==> config.mk <==
export PLATFORM = sky130hd
export DESIGN_NAME = bcdRtcRam
export DESIGN_NICKNAME = d
export VERILOG_FILES = /design/src/rtl/rtcPkg.sv /design/src/rtl/rtcBusCtrl.sv /design/src/rtl/rtcTimeCore.sv /design/src/rtl/rtcStoreArray.sv /design/src/rtl/bcdRtcRam.sv
export SDC_FILE = /design/constraint.sdc
export NUM_CORES = 2
export LEC_CHECK = 0
export ABC_AREA = 0
export BUFFER_PORTS_ARGS = -buffer_cell sky130_fd_sc_hd__buf_2
export CORE_MARGIN = 2
export CORE_UTILIZATION = 51
export DETAILED_ROUTE_END_ITERATION = 10
export PLACE_DENSITY = 0.66
export SYNTH_ARGS = -nofsm -noshare
export SYNTH_HDL_FRONTEND = slang
export SYNTH_SLANG_ARGS = --single-unit
==> constraint.sdc <==
create_clock -name clk -period 6.2 [get_ports clk]
set_input_delay 0.62 -clock clk [delete_from_list [all_inputs] [get_ports clk]]
set_output_delay 0.62 -clock clk [all_outputs]
set_load 0.02 [all_outputs]
==> src/rtl/rtcPkg.sv <==
`timescale 1ns/1ps
package rtcPkg;

  typedef struct packed {
    logic [7:0] year;
    logic [7:0] month;
    logic [7:0] date;
    logic [7:0] day;
    logic [7:0] hour;
    logic [7:0] min;
    logic [7:0] sec;
  } calTime_t;

  typedef struct packed {
    logic       ramWe;
    logic       holdWe;
    logic       loadCnt;
    logic       trackEn;
    logic [2:0] regIdx;
  } ctrlStrobes_t;

  localparam calTime_t CAL_RESET = '{year: 8'h00, month: 8'h01, date: 8'h01,
                                     day: 8'h01, hour: 8'h00, min: 8'h00,
                                     sec: 8'h00};

  localparam int FREEZE_BIT = 7;
  localparam int STAGE_BIT  = 6;

  function automatic logic [7:0] bcdInc(input logic [7:0] v);
    if (v[3:0] == 4'd9) bcdInc = {v[7:4] + 4'd1, 4'd0};
    else                bcdInc = {v[7:4], v[3:0] + 4'd1};
  endfunction

endpackage

==> src/rtl/rtcBusCtrl.sv <==
`timescale 1ns/1ps
module rtcBusCtrl
  import rtcPkg::*;
#(
  parameter int ADDR_W = 15,
  parameter int RAM_AW = 8
) (
  input  logic              clk,
  input  logic              rstN,
  input  logic              powerGood,
  input  logic [ADDR_W-1:0] addr,
  input  logic              ceN,
  input  logic              weN,
  input  logic [7:0]        dataIn,
  output ctrlStrobes_t      strobes,
  output logic [7:0]        wrData,
  output logic [RAM_AW-1:0] wrAddrLow,
  output logic [7:0]        ctrlReg
);

  logic              wrActive, prevWr, wrDone, capRtc, ctrlWe;
  logic [ADDR_W-1:0] capAddr;
  logic [7:0]        capData;
  logic              freezeBit, stageBit;

  assign wrActive = !ceN && !weN && powerGood;
  assign wrDone   = prevWr && !wrActive && powerGood;
  assign capRtc   = &capAddr[ADDR_W-1:3];
  assign ctrlWe   = wrDone && capRtc && (capAddr[2:0] == 3'd0);

  always_ff @(posedge clk) begin
    if (!rstN) begin
      prevWr    <= 1'b0;
      capAddr   <= '0;
      capData   <= '0;
      freezeBit <= 1'b0;
      stageBit  <= 1'b0;
    end else begin
      prevWr <= wrActive;
      if (wrActive) begin
        capAddr <= addr;
        capData <= dataIn;
      end
      if (ctrlWe) begin
        freezeBit <= capData[FREEZE_BIT];
        stageBit  <= capData[STAGE_BIT];
      end
    end
  end

  always_comb begin
    strobes.ramWe   = wrDone && !capRtc;
    strobes.holdWe  = wrDone && capRtc && (capAddr[2:0] != 3'd0);
    strobes.loadCnt = ctrlWe && stageBit && !capData[STAGE_BIT];
    strobes.trackEn = !freezeBit && !stageBit;
    strobes.regIdx  = capAddr[2:0];
  end

  assign wrData    = capData;
  assign wrAddrLow = capAddr[RAM_AW-1:0];
  assign ctrlReg   = {freezeBit, stageBit, 6'd0};

endmodule

==> src/rtl/rtcTimeCore.sv <==
`timescale 1ns/1ps
module rtcTimeCore
  import rtcPkg::*;
(
  input  logic         clk,
  input  logic         rstN,
  input  logic         tick1Hz,
  input  ctrlStrobes_t strobes,
  input  logic [7:0]   wrData,
  output calTime_t     liveTime,
  output calTime_t     heldTime
);

  calTime_t   nextTime;
  logic [7:0] yearBin, lastDay;
  logic       leapYear, secWrap, minWrap, hourWrap, dateWrap, monthWrap;
  logic       minStep, hourStep, dayStep, monthStep;

  assign yearBin  = ({4'd0, liveTime.year[7:4]} * 8'd10) + {4'd0, liveTime.year[3:0]};
  assign leapYear = (yearBin[1:0] == 2'd0);

  always_comb begin
    case (liveTime.month)
      8'h02:                      lastDay = leapYear ? 8'h29 : 8'h28;
      8'h04, 8'h06, 8'h09, 8'h11: lastDay = 8'h30;
      default:                    lastDay = 8'h31;
    endcase
  end

  assign secWrap   = (liveTime.sec == 8'h59);
  assign minWrap   = (liveTime.min == 8'h59);
  assign hourWrap  = (liveTime.hour == 8'h23);
  assign dateWrap  = (liveTime.date == lastDay);
  assign monthWrap = (liveTime.month == 8'h12);

  assign minStep   = secWrap;
  assign hourStep  = minStep && minWrap;
  assign dayStep   = hourStep && hourWrap;
  assign monthStep = dayStep && dateWrap;

  always_comb begin
    nextTime = liveTime;
    nextTime.sec = secWrap ? 8'h00 : bcdInc(liveTime.sec);
    if (minStep)  nextTime.min  = minWrap ? 8'h00 : bcdInc(liveTime.min);
    if (hourStep) nextTime.hour = hourWrap ? 8'h00 : bcdInc(liveTime.hour);
    if (dayStep) begin
      nextTime.day  = (liveTime.day == 8'h07) ? 8'h01 : bcdInc(liveTime.day);
      nextTime.date = dateWrap ? 8'h01 : bcdInc(liveTime.date);
    end
    if (monthStep) begin
      nextTime.month = monthWrap ? 8'h01 : bcdInc(liveTime.month);
      if (monthWrap)
        nextTime.year = (liveTime.year == 8'h99) ? 8'h00 : bcdInc(liveTime.year);
    end
  end

  always_ff @(posedge clk) begin
    if (!rstN)                liveTime <= CAL_RESET;
    else if (strobes.loadCnt) liveTime <= heldTime;
    else if (tick1Hz)         liveTime <= nextTime;
  end

  always_ff @(posedge clk) begin
    if (!rstN) begin
      heldTime <= CAL_RESET;
    end else if (strobes.holdWe) begin
      case (strobes.regIdx)
        3'd1:    heldTime.sec   <= wrData;
        3'd2:    heldTime.min   <= wrData;
        3'd3:    heldTime.hour  <= wrData;
        3'd4:    heldTime.day   <= wrData;
        3'd5:    heldTime.date  <= wrData;
        3'd6:    heldTime.month <= wrData;
        default: heldTime.year  <= wrData;
      endcase
    end else if (strobes.trackEn) begin
      heldTime <= liveTime;
    end
  end

endmodule

==> src/rtl/rtcStoreArray.sv <==
`timescale 1ns/1ps
module rtcStoreArray #(
  parameter int DEPTH = 256,
  localparam int AW   = $clog2(DEPTH)
) (
  input  logic          clk,
  input  logic          we,
  input  logic [AW-1:0] wrAddr,
  input  logic [7:0]    wrData,
  input  logic [AW-1:0] rdAddr,
  output logic [7:0]    rdData
);

  logic [7:0] mem [DEPTH];

  always_ff @(posedge clk) begin
    if (we) mem[wrAddr] <= wrData;
  end

  assign rdData = mem[rdAddr];

endmodule

==> src/rtl/bcdRtcRam.sv <==
`timescale 1ns/1ps
module bcdRtcRam
  import rtcPkg::*;
#(
  parameter int ADDR_W    = 15,
  parameter int RAM_DEPTH = 256,
  localparam int RAM_AW   = $clog2(RAM_DEPTH)
) (
  input  logic              clk,
  input  logic              rstN,
  input  logic              tick1Hz,
  input  logic              powerGood,
  input  logic [ADDR_W-1:0] addr,
  input  logic              ceN,
  input  logic              oeN,
  input  logic              weN,
  input  logic [7:0]        dataIn,
  output logic [7:0]        dataOut,
  output logic              dataOe
);

  ctrlStrobes_t      strobes;
  logic [7:0]        wrData, ctrlReg, ramRd, rtcRd;
  logic [RAM_AW-1:0] wrAddrLow;
  calTime_t          liveTime, heldTime;
  logic              readEn, rdRtc;

  rtcBusCtrl #(.ADDR_W(ADDR_W), .RAM_AW(RAM_AW)) ctrlU (
    .clk(clk), .rstN(rstN), .powerGood(powerGood), .addr(addr), .ceN(ceN),
    .weN(weN), .dataIn(dataIn), .strobes(strobes), .wrData(wrData),
    .wrAddrLow(wrAddrLow), .ctrlReg(ctrlReg)
  );

  rtcTimeCore coreU (
    .clk(clk), .rstN(rstN), .tick1Hz(tick1Hz), .strobes(strobes),
    .wrData(wrData), .liveTime(liveTime), .heldTime(heldTime)
  );

  rtcStoreArray #(.DEPTH(RAM_DEPTH)) storeU (
    .clk(clk), .we(strobes.ramWe), .wrAddr(wrAddrLow), .wrData(wrData),
    .rdAddr(addr[RAM_AW-1:0]), .rdData(ramRd)
  );

  assign readEn = !ceN && !oeN && weN && powerGood;
  assign rdRtc  = &addr[ADDR_W-1:3];

  always_comb begin
    case (addr[2:0])
      3'd0:    rtcRd = ctrlReg;
      3'd1:    rtcRd = heldTime.sec;
      3'd2:    rtcRd = heldTime.min;
      3'd3:    rtcRd = heldTime.hour;
      3'd4:    rtcRd = heldTime.day;
      3'd5:    rtcRd = heldTime.date;
      3'd6:    rtcRd = heldTime.month;
      default: rtcRd = heldTime.year;
    endcase
  end

  assign dataOe  = readEn;
  assign dataOut = readEn ? (rdRtc ? rtcRd : ramRd) : 8'h00;

endmodule

### Word level (Yosys, flattened, before mapping)

Memories as Yosys holds them, arrays and structs flattened.
Cells that the tools add are included.

| cells by class | value |
|---|---|
| equal/unequal tests | 38 |
| multiplexer cells | 37 |
| add/sub/neg operators | 15 |
| reductions and logical operators | 66 |
| multiply operators | 1 |

Operator list:

| operator | count |
|---|---|
| 56-bit two-way mux | 4 |
| 8-bit two-way mux | 26 |
| 4-bit by 1-bit adder with 4-bit output (second input constant) | 14 |
| 8-bit one-hot mux with 7 select lines | 1 |
| 16-bit two-way mux | 2 |
| 4-bit equality test (second input constant) | 7 |
| 8-bit by 3-bit equality test with 1-bit output (second input constant) | 3 |
| 12-bit AND reduction | 2 |
| 2-bit AND reduction | 12 |
| 3-bit nonzero test | 8 |
| 3-bit equality test (second input constant) | 6 |
| 3-bit AND reduction | 6 |
| 1-bit logical AND | 17 |
| 8-bit by 5-bit equality test with 1-bit output (second input constant) | 2 |
| 8-bit by 7-bit equality test with 1-bit output (second input constant) | 2 |
| 8-bit one-hot mux with 2 select lines | 1 |
| 2-bit != test (second input constant) | 7 |
| 2-bit nonzero test | 7 |
| 3-bit by 2-bit equality test with 1-bit output (second input constant) | 4 |
| 8-bit by 2-bit equality test with 1-bit output (second input constant) | 1 |
| 8-bit by 4-bit equality test with 1-bit output (second input constant) | 1 |
| 8-bit by 6-bit equality test with 1-bit output (second input constant) | 1 |
| 8-bit equality test | 1 |
| 8-bit equality test (second input constant) | 1 |
| other kinds (10) | 21 |

| word-level totals | value |
|---|---|
| memories | 1 |
| flip-flop bits (word level) | 138 |
| RAM bits | 2,048 |
| input bits | 30 |

Memory list:

| name | words | bits a word | read ports | clocked after memory_dff | wr ports | RTL line | text |
|---|---|---|---|---|---|---|---|
| storeU.mem | 256 | 8 | 1 | 0 | 1 | rtcStoreArray.sv:14 | `logic [7:0] mem [DEPTH];` |

### Logic depth before layout (Yosys ltp)

| depth | value |
|---|---|
| word-level depth | 12 |
| depth in mapped cells | 14 |
| gate-level depth less buffers | 10 |

### By module

From an unflattened synthesis, not the netlist that was laid out.

| unflattened totals | value |
|---|---|
| cell total of the unflattened synthesis | 4,735 |
| area, all modules | 87,460.1 µm² |

Modules (own cells, without submodules):

| module | seq. area each (µm²) | instances | cells an instance | area an instance (µm²) |
|---|---|---|---|---|
| rtcStoreArray | 61,499.0 | 1 | 3,725 | 79,396.1 |
| rtcTimeCore | 2,242.2 | 1 | 771 | 6,168.4 |
| rtcBusCtrl | 520.5 | 1 | 146 | 1,123.6 |
| bcdRtcRam | 0.0 | 1 | 93 | 772.0 |

### Least setup slack after synthesis

No wires, ideal clock.

| timing path | value |
|---|---|
| path type | reg2reg |
| start | reg ctrlU.capData[6] (netlist: ctrlU.wrData[6]) |
| end | reg coreU.liveTime[28] (netlist name) |
| buffers on the path | 2 |
| library setup time | 0.128 ns |
| setup slack | 1.118 ns |
| data arrival time | 4.954 ns |
| stages on the path, launching flop included | 8 |
| period minus slack after synthesis | 5.082 ns |
| required time | 6.072 ns |
| cell sequence | dfxtp_1 -> nor3b_1 -> and3_1 -> clkbuf_1 -> buf_2 -> nor2_1 -> mux2i_1 -> nor2_1 |

| on the way | value |
|---|---|
| longest elaborated chain between the ends | 4 |
| elaborated cells between the ends (all ways) | 7 |
| classes of those cells | mux (1); reduce/logical (6) |

RTL lines:

| item | RTL line | text |
|---|---|---|
| start, declared | rtcBusCtrl.sv:23 | `logic [7:0] capData;` |
| start signal, assigned | rtcBusCtrl.sv:42 | `capData <= dataIn;` |
| 1-bit zero test (*) | rtcBusCtrl.sv:54 | `strobes.loadCnt = ctrlWe && stageBit && !capData[STAGE_BIT];` |
| 1-bit logical AND (*) | rtcBusCtrl.sv:54 |  |
| 3-bit nonzero test (no line) / 2-bit nonzero test (equally long branches) | n/a |  |
| 3-bit AND reduction (no line) | n/a |  |

Every way passes the cells marked *; elsewhere a longest branch is shown, timed or not.
A chain may end at the register's enable or synchronous reset.

### Worst setup path after layout

| timing path | value |
|---|---|
| start | in addr[2] |
| end | out dataOut[6] |

| on the way | value |
|---|---|
| longest elaborated chain between the ends | 4 |
| elaborated cells between the ends (all ways) | 11 |
| classes of those cells | eq/ne (6); mux (3); reduce/logical (1); memory (1) |

RTL lines:

| item | RTL line | text |
|---|---|---|
| start, declared | bcdRtcRam.sv:13 | `input logic [ADDR_W-1:0] addr,` |
| branches (longest 2 deep; another with memory 256 x 8 bit) | n/a |  |
| 8-bit two-way mux (*) (2 in series) | bcdRtcRam.sv:61 | `assign dataOut = readEn ? (rdRtc ? rtcRd : ramRd) : 8'h00;` |
| end, declared | bcdRtcRam.sv:18 | `output logic [7:0] dataOut,` |

Every way passes the cells marked *.

==> summary.md <==
| Metric | Value |
|---|---|
| Post-DP HPWL | 143 mm |
| Syn_area_per_cell | between 15 and 20 µm² |
| Pre-antenna DRT Iters | 8 |
| Post-synth EDFFs | roughly 2,000 |
| Gr usage total | a little over a quarter |
| CP required | 5.58 ns |
| Row cnt | around 150 |
| Clock skew | 0.0606 ns |
| Filler cell count | around 12,000 |
| IO buf count | 38 |
| DRC viols | 0 |
| I/O pins | 39 |
| Die width | 417 µm |
| CP Launch Point | addr[2] |
| Resized cells post-CTS | 0 |
| Fmax | 179 MHz |
| Syn. warnings | 0 |
| Critical path destination | dataOut[6] |
| Global placer's final weighted congestion | 0.880 |
| Largest net degree at the start of global routing | between 200 and 250 |
| RSZ-0062 raised after global routing | false |
| Max-slew headroom | 14.2% |
| Cells after Synth | around 4,600 |
| Average wire per standard cell | 32.9 µm |
| Post-Place Worst Slack | roughly 0.62 ns |
| Post-layout min period | between 5 and 6 ns |
| Syn_nets | approximately 4,700 |
| Yosys reg bits | between 2,000 and 2,500 |
| Distinct cells, synth | 77 |
| Nets | just under 5,000 |
| Initial antenna violation count | 7 |
| Clk sinks | 2,186 |
| CTS tree | built |
| Post-synth top flop | edfxtp_1 |
| Total CTS buffers | between 200 and 250 |
| Vias in the first global route | 45,600 |
| Bufs and invs on worst path | 4 |
| Core area | 169,000 µm² |
| Clk root buf | clkbuf_16 |
| Setup Buffers After CTS | 0 |
| Max clock buf depth | 3 |
| Initial Util | 51.4% |
| Slew Limit Fails | 0 |
| Hold/Removal Path Class | in2reg |
| Power density cells | around 310 nW/µm² |
| Max FO, Critical Path | 35 |
| Lkg Pwr | 0.0278 µW |
| Worst path depth | 10 |
| Post-synth top area share | 70.6% |
| Vias per cell | 6.54 |
| Final Cycle Share | about 90% |
| Arrival time at the worst endpoint | 4.98 ns |
| Critical path class | in2out |
| DR vias | 46,700 |
| Clock Latency Late Sink | 0.89 ns |
| Syn Std Cell Area | ~87,000 µm² |
| Async set-reset flop share out of synthesis | 0% |
| Reg2reg start | ctrlU.capAddr[11] |
| Setup TNS | 0 ns |
| Final Hold Vio Count | 0 |
| Critical Path Sink Type | primary output |
| P&R area growth vs syn | 11.2% |
| CTS Hold Bufs | 14 |
| Clk pin slew, worst setup/hold paths | 0.05 ns |
| Grt ovf | 0 |
| Die ar. | 174,000 µm² |
| Worst Slack Setup Final | roughly 0.6 ns |
| H-tree Lvls | 4 |
| CP max stage cell | nor4_1 |
| Worst reg2reg setup slack | 2.01 ns |
| CP max stage delay | 0.93 ns |
| MaxCap Viol Count | 0 |
| Crit path max-delay family | simple AND/OR/NAND/NOR gates |
| Maximum VDD drop | 304 µV |
| Slew @ Worst Pin | ~1.3 ns |
| Final ANT Viol Nets | 0 |
| Critical-path cell list | clkbuf_8 > inv_2 > nor2_2 > buf_4 > a22o_1 > nand2_1 > a31oi_1 > o311ai_0 > nor4_1 > buf_2 |
| Share of cells above drive strength 1 | 21.0% |
| Terminus of the critical flop-to-flop path | coreU.heldTime[20] |
| DRT iter0 DRCs | 6,690 |
| Yosys top cell by area | edfxtp_1 |
| Height of the chip | 417 µm |
| Sequential area share after synthesis | 73.8% |
| Status | completed |
| Setup Viol. Count Final | 0 |
| Setup crit start kind | input pin |
| Area contributors post-synth | edfxtp_1, mux4_2, dfxtp_1 |
| R2R depth | 8 |
| Total routed wirelength | 235 mm |
| First-pass GRT wire length | 338 mm |
worst min-delay path by stage:
stage	start	to	slack [ns]	cells past startpoint
floorplan	ctrlU.capAddr[13]	ctrlU.capAddr[13]	0.44	2
global placement	ctrlU.capAddr[12]	ctrlU.capAddr[12]	0.44	2
detailed placement	ctrlU.capAddr[10]	ctrlU.capAddr[10]	0.45	2
CTS	addr[14]	ctrlU.capAddr[14]	0.04	3
global route	addr[14]	ctrlU.capAddr[14]	0.07	3
finish	addr[14]	ctrlU.capAddr[14]	0.08	3
synthesized netlist by cell type (13+ instances only):
cell      instances
buf_6            13
mux2i_1         119
clkbuf_1        138
inv_1            34
mux4_2          535
buf_2            91
a22oi_1          65
buf_4            41
nand4_1          25
nand2_1         199
nor3_1           52
a31oi_1          24
nor2b_1          19
nor2_1          417
a221oi_1         24
o21ai_0          82
ha_1             28
dfxtp_1         138
edfxtp_1       2048
nand3_1          67
a21oi_1         148
a211oi_1         88
o211ai_1         19
and3_1           21
metrics by stage:
step / hold slack, ns / instances / total power, µW / utilization, % / area (µm²)
2_1_floorplan: 0.436 / 4635 / 17100 / - / 87100
3_3_place_gp: 0.443 / 6734 / 17600 / 53.1 / 90000
3_5_place_dp: 0.447 / 6734 / 17600 / 53.1 / 90000
4_1_cts: 0.0373 / 7141 / 29900 / 57.2 / 96900
5_1_grt: 0.0652 / 7141 / 30600 / 57.2 / 96900
6_report: 0.0825 / 7145 / 29800 / 57.2 / 96900
worst register-to-register path, delay by kind of cell (launching register included):
family          cells  cell delay [ns]
compound gates      2             0.80
simple gates        6             2.70
flops               1             0.55
cell type report:
type                       count  area (µm²)  share of cell area [%]
antenna                        4        10.0                  0.0103
clock inverter               118        1130                    1.17
sequential                  2186       64300                    66.3
multi-input combinational   2117       21300                    22.0
timing repair buffer         191        1680                    1.74
inverter                      36         143                   0.147
clock buffer                 275        5590                    5.77
tap                         2218        2780                    2.86
cells in the final DEF (no fill, tap or decap), types with 20 or more instances in the layout:
cell / instances
a211oi_1: 88
a21oi_1: 148
a221oi_1: 24
a22oi_1: 65
a31oi_1: 24
and3_1: 20
buf_12: 22
buf_2: 33
buf_4: 119
clkbuf_1: 60
clkbuf_16: 214
clkinv_1: 59
clkinv_2: 27
dfxtp_1: 130
edfxtp_1: 2048
ha_1: 28
inv_1: 32
mux2i_1: 119
mux4_2: 535
nand2_1: 196
nand3_1: 63
nand4_1: 25
nor2_1: 413
nor3_1: 52
o21ai_0: 82
registers in the layout, summed over array words and instances, names as in the netlist:
| name | count |
|---|---|
| ctrlU.capAddr | 15 |
| ctrlU.wrData | 8 |
| storeU.mem | 2048 |
| ctrlU.prevWr | 1 |
| coreU.liveTime | 56 |
| ctrlU.stageBit | 1 |
| ctrlU.freezeBit | 1 |
| coreU.heldTime | 56 |
power breakdown:
part | internal, µW | switching, µW | total (µW)
Combinational | 434 | 804 | 1240
Sequential | 16000 | 38.7 | 16100
Clock | 6900 | 5620 | 12500
metal layers:
| layer | part of all wire [%] | global-route usage [%] | wire length, µm |
|---|---|---|---|
| met1 | 39 | 38.0 | 91700 |
| met2 | 47 | 41.8 | 110000 |
| met3 | 10 | 6.37 | 23700 |
| met4 | 4.2 | 10.4 | 9810 |
| met5 | 0.042 | 0.306 | 100 |
cells by family after synthesis:
| logic type | count (synthesis) | share of synthesized area [%] |
|---|---|---|
| buffers and inverters | 332 | 1.89 |
| AO/OA/AOI/OAI | 541 | 4.11 |
| adder cells (fa/ha/maj) | 28 | 0.402 |
| AND/OR/NAND/NOR | 875 | 4.42 |
| multiplexers | 666 | 15.4 |
| XOR/XNOR | 7 | 0.0704 |
| flip-flops | 2186 | 73.8 |
No activity file was read; power rests on OpenSTA's default activity.
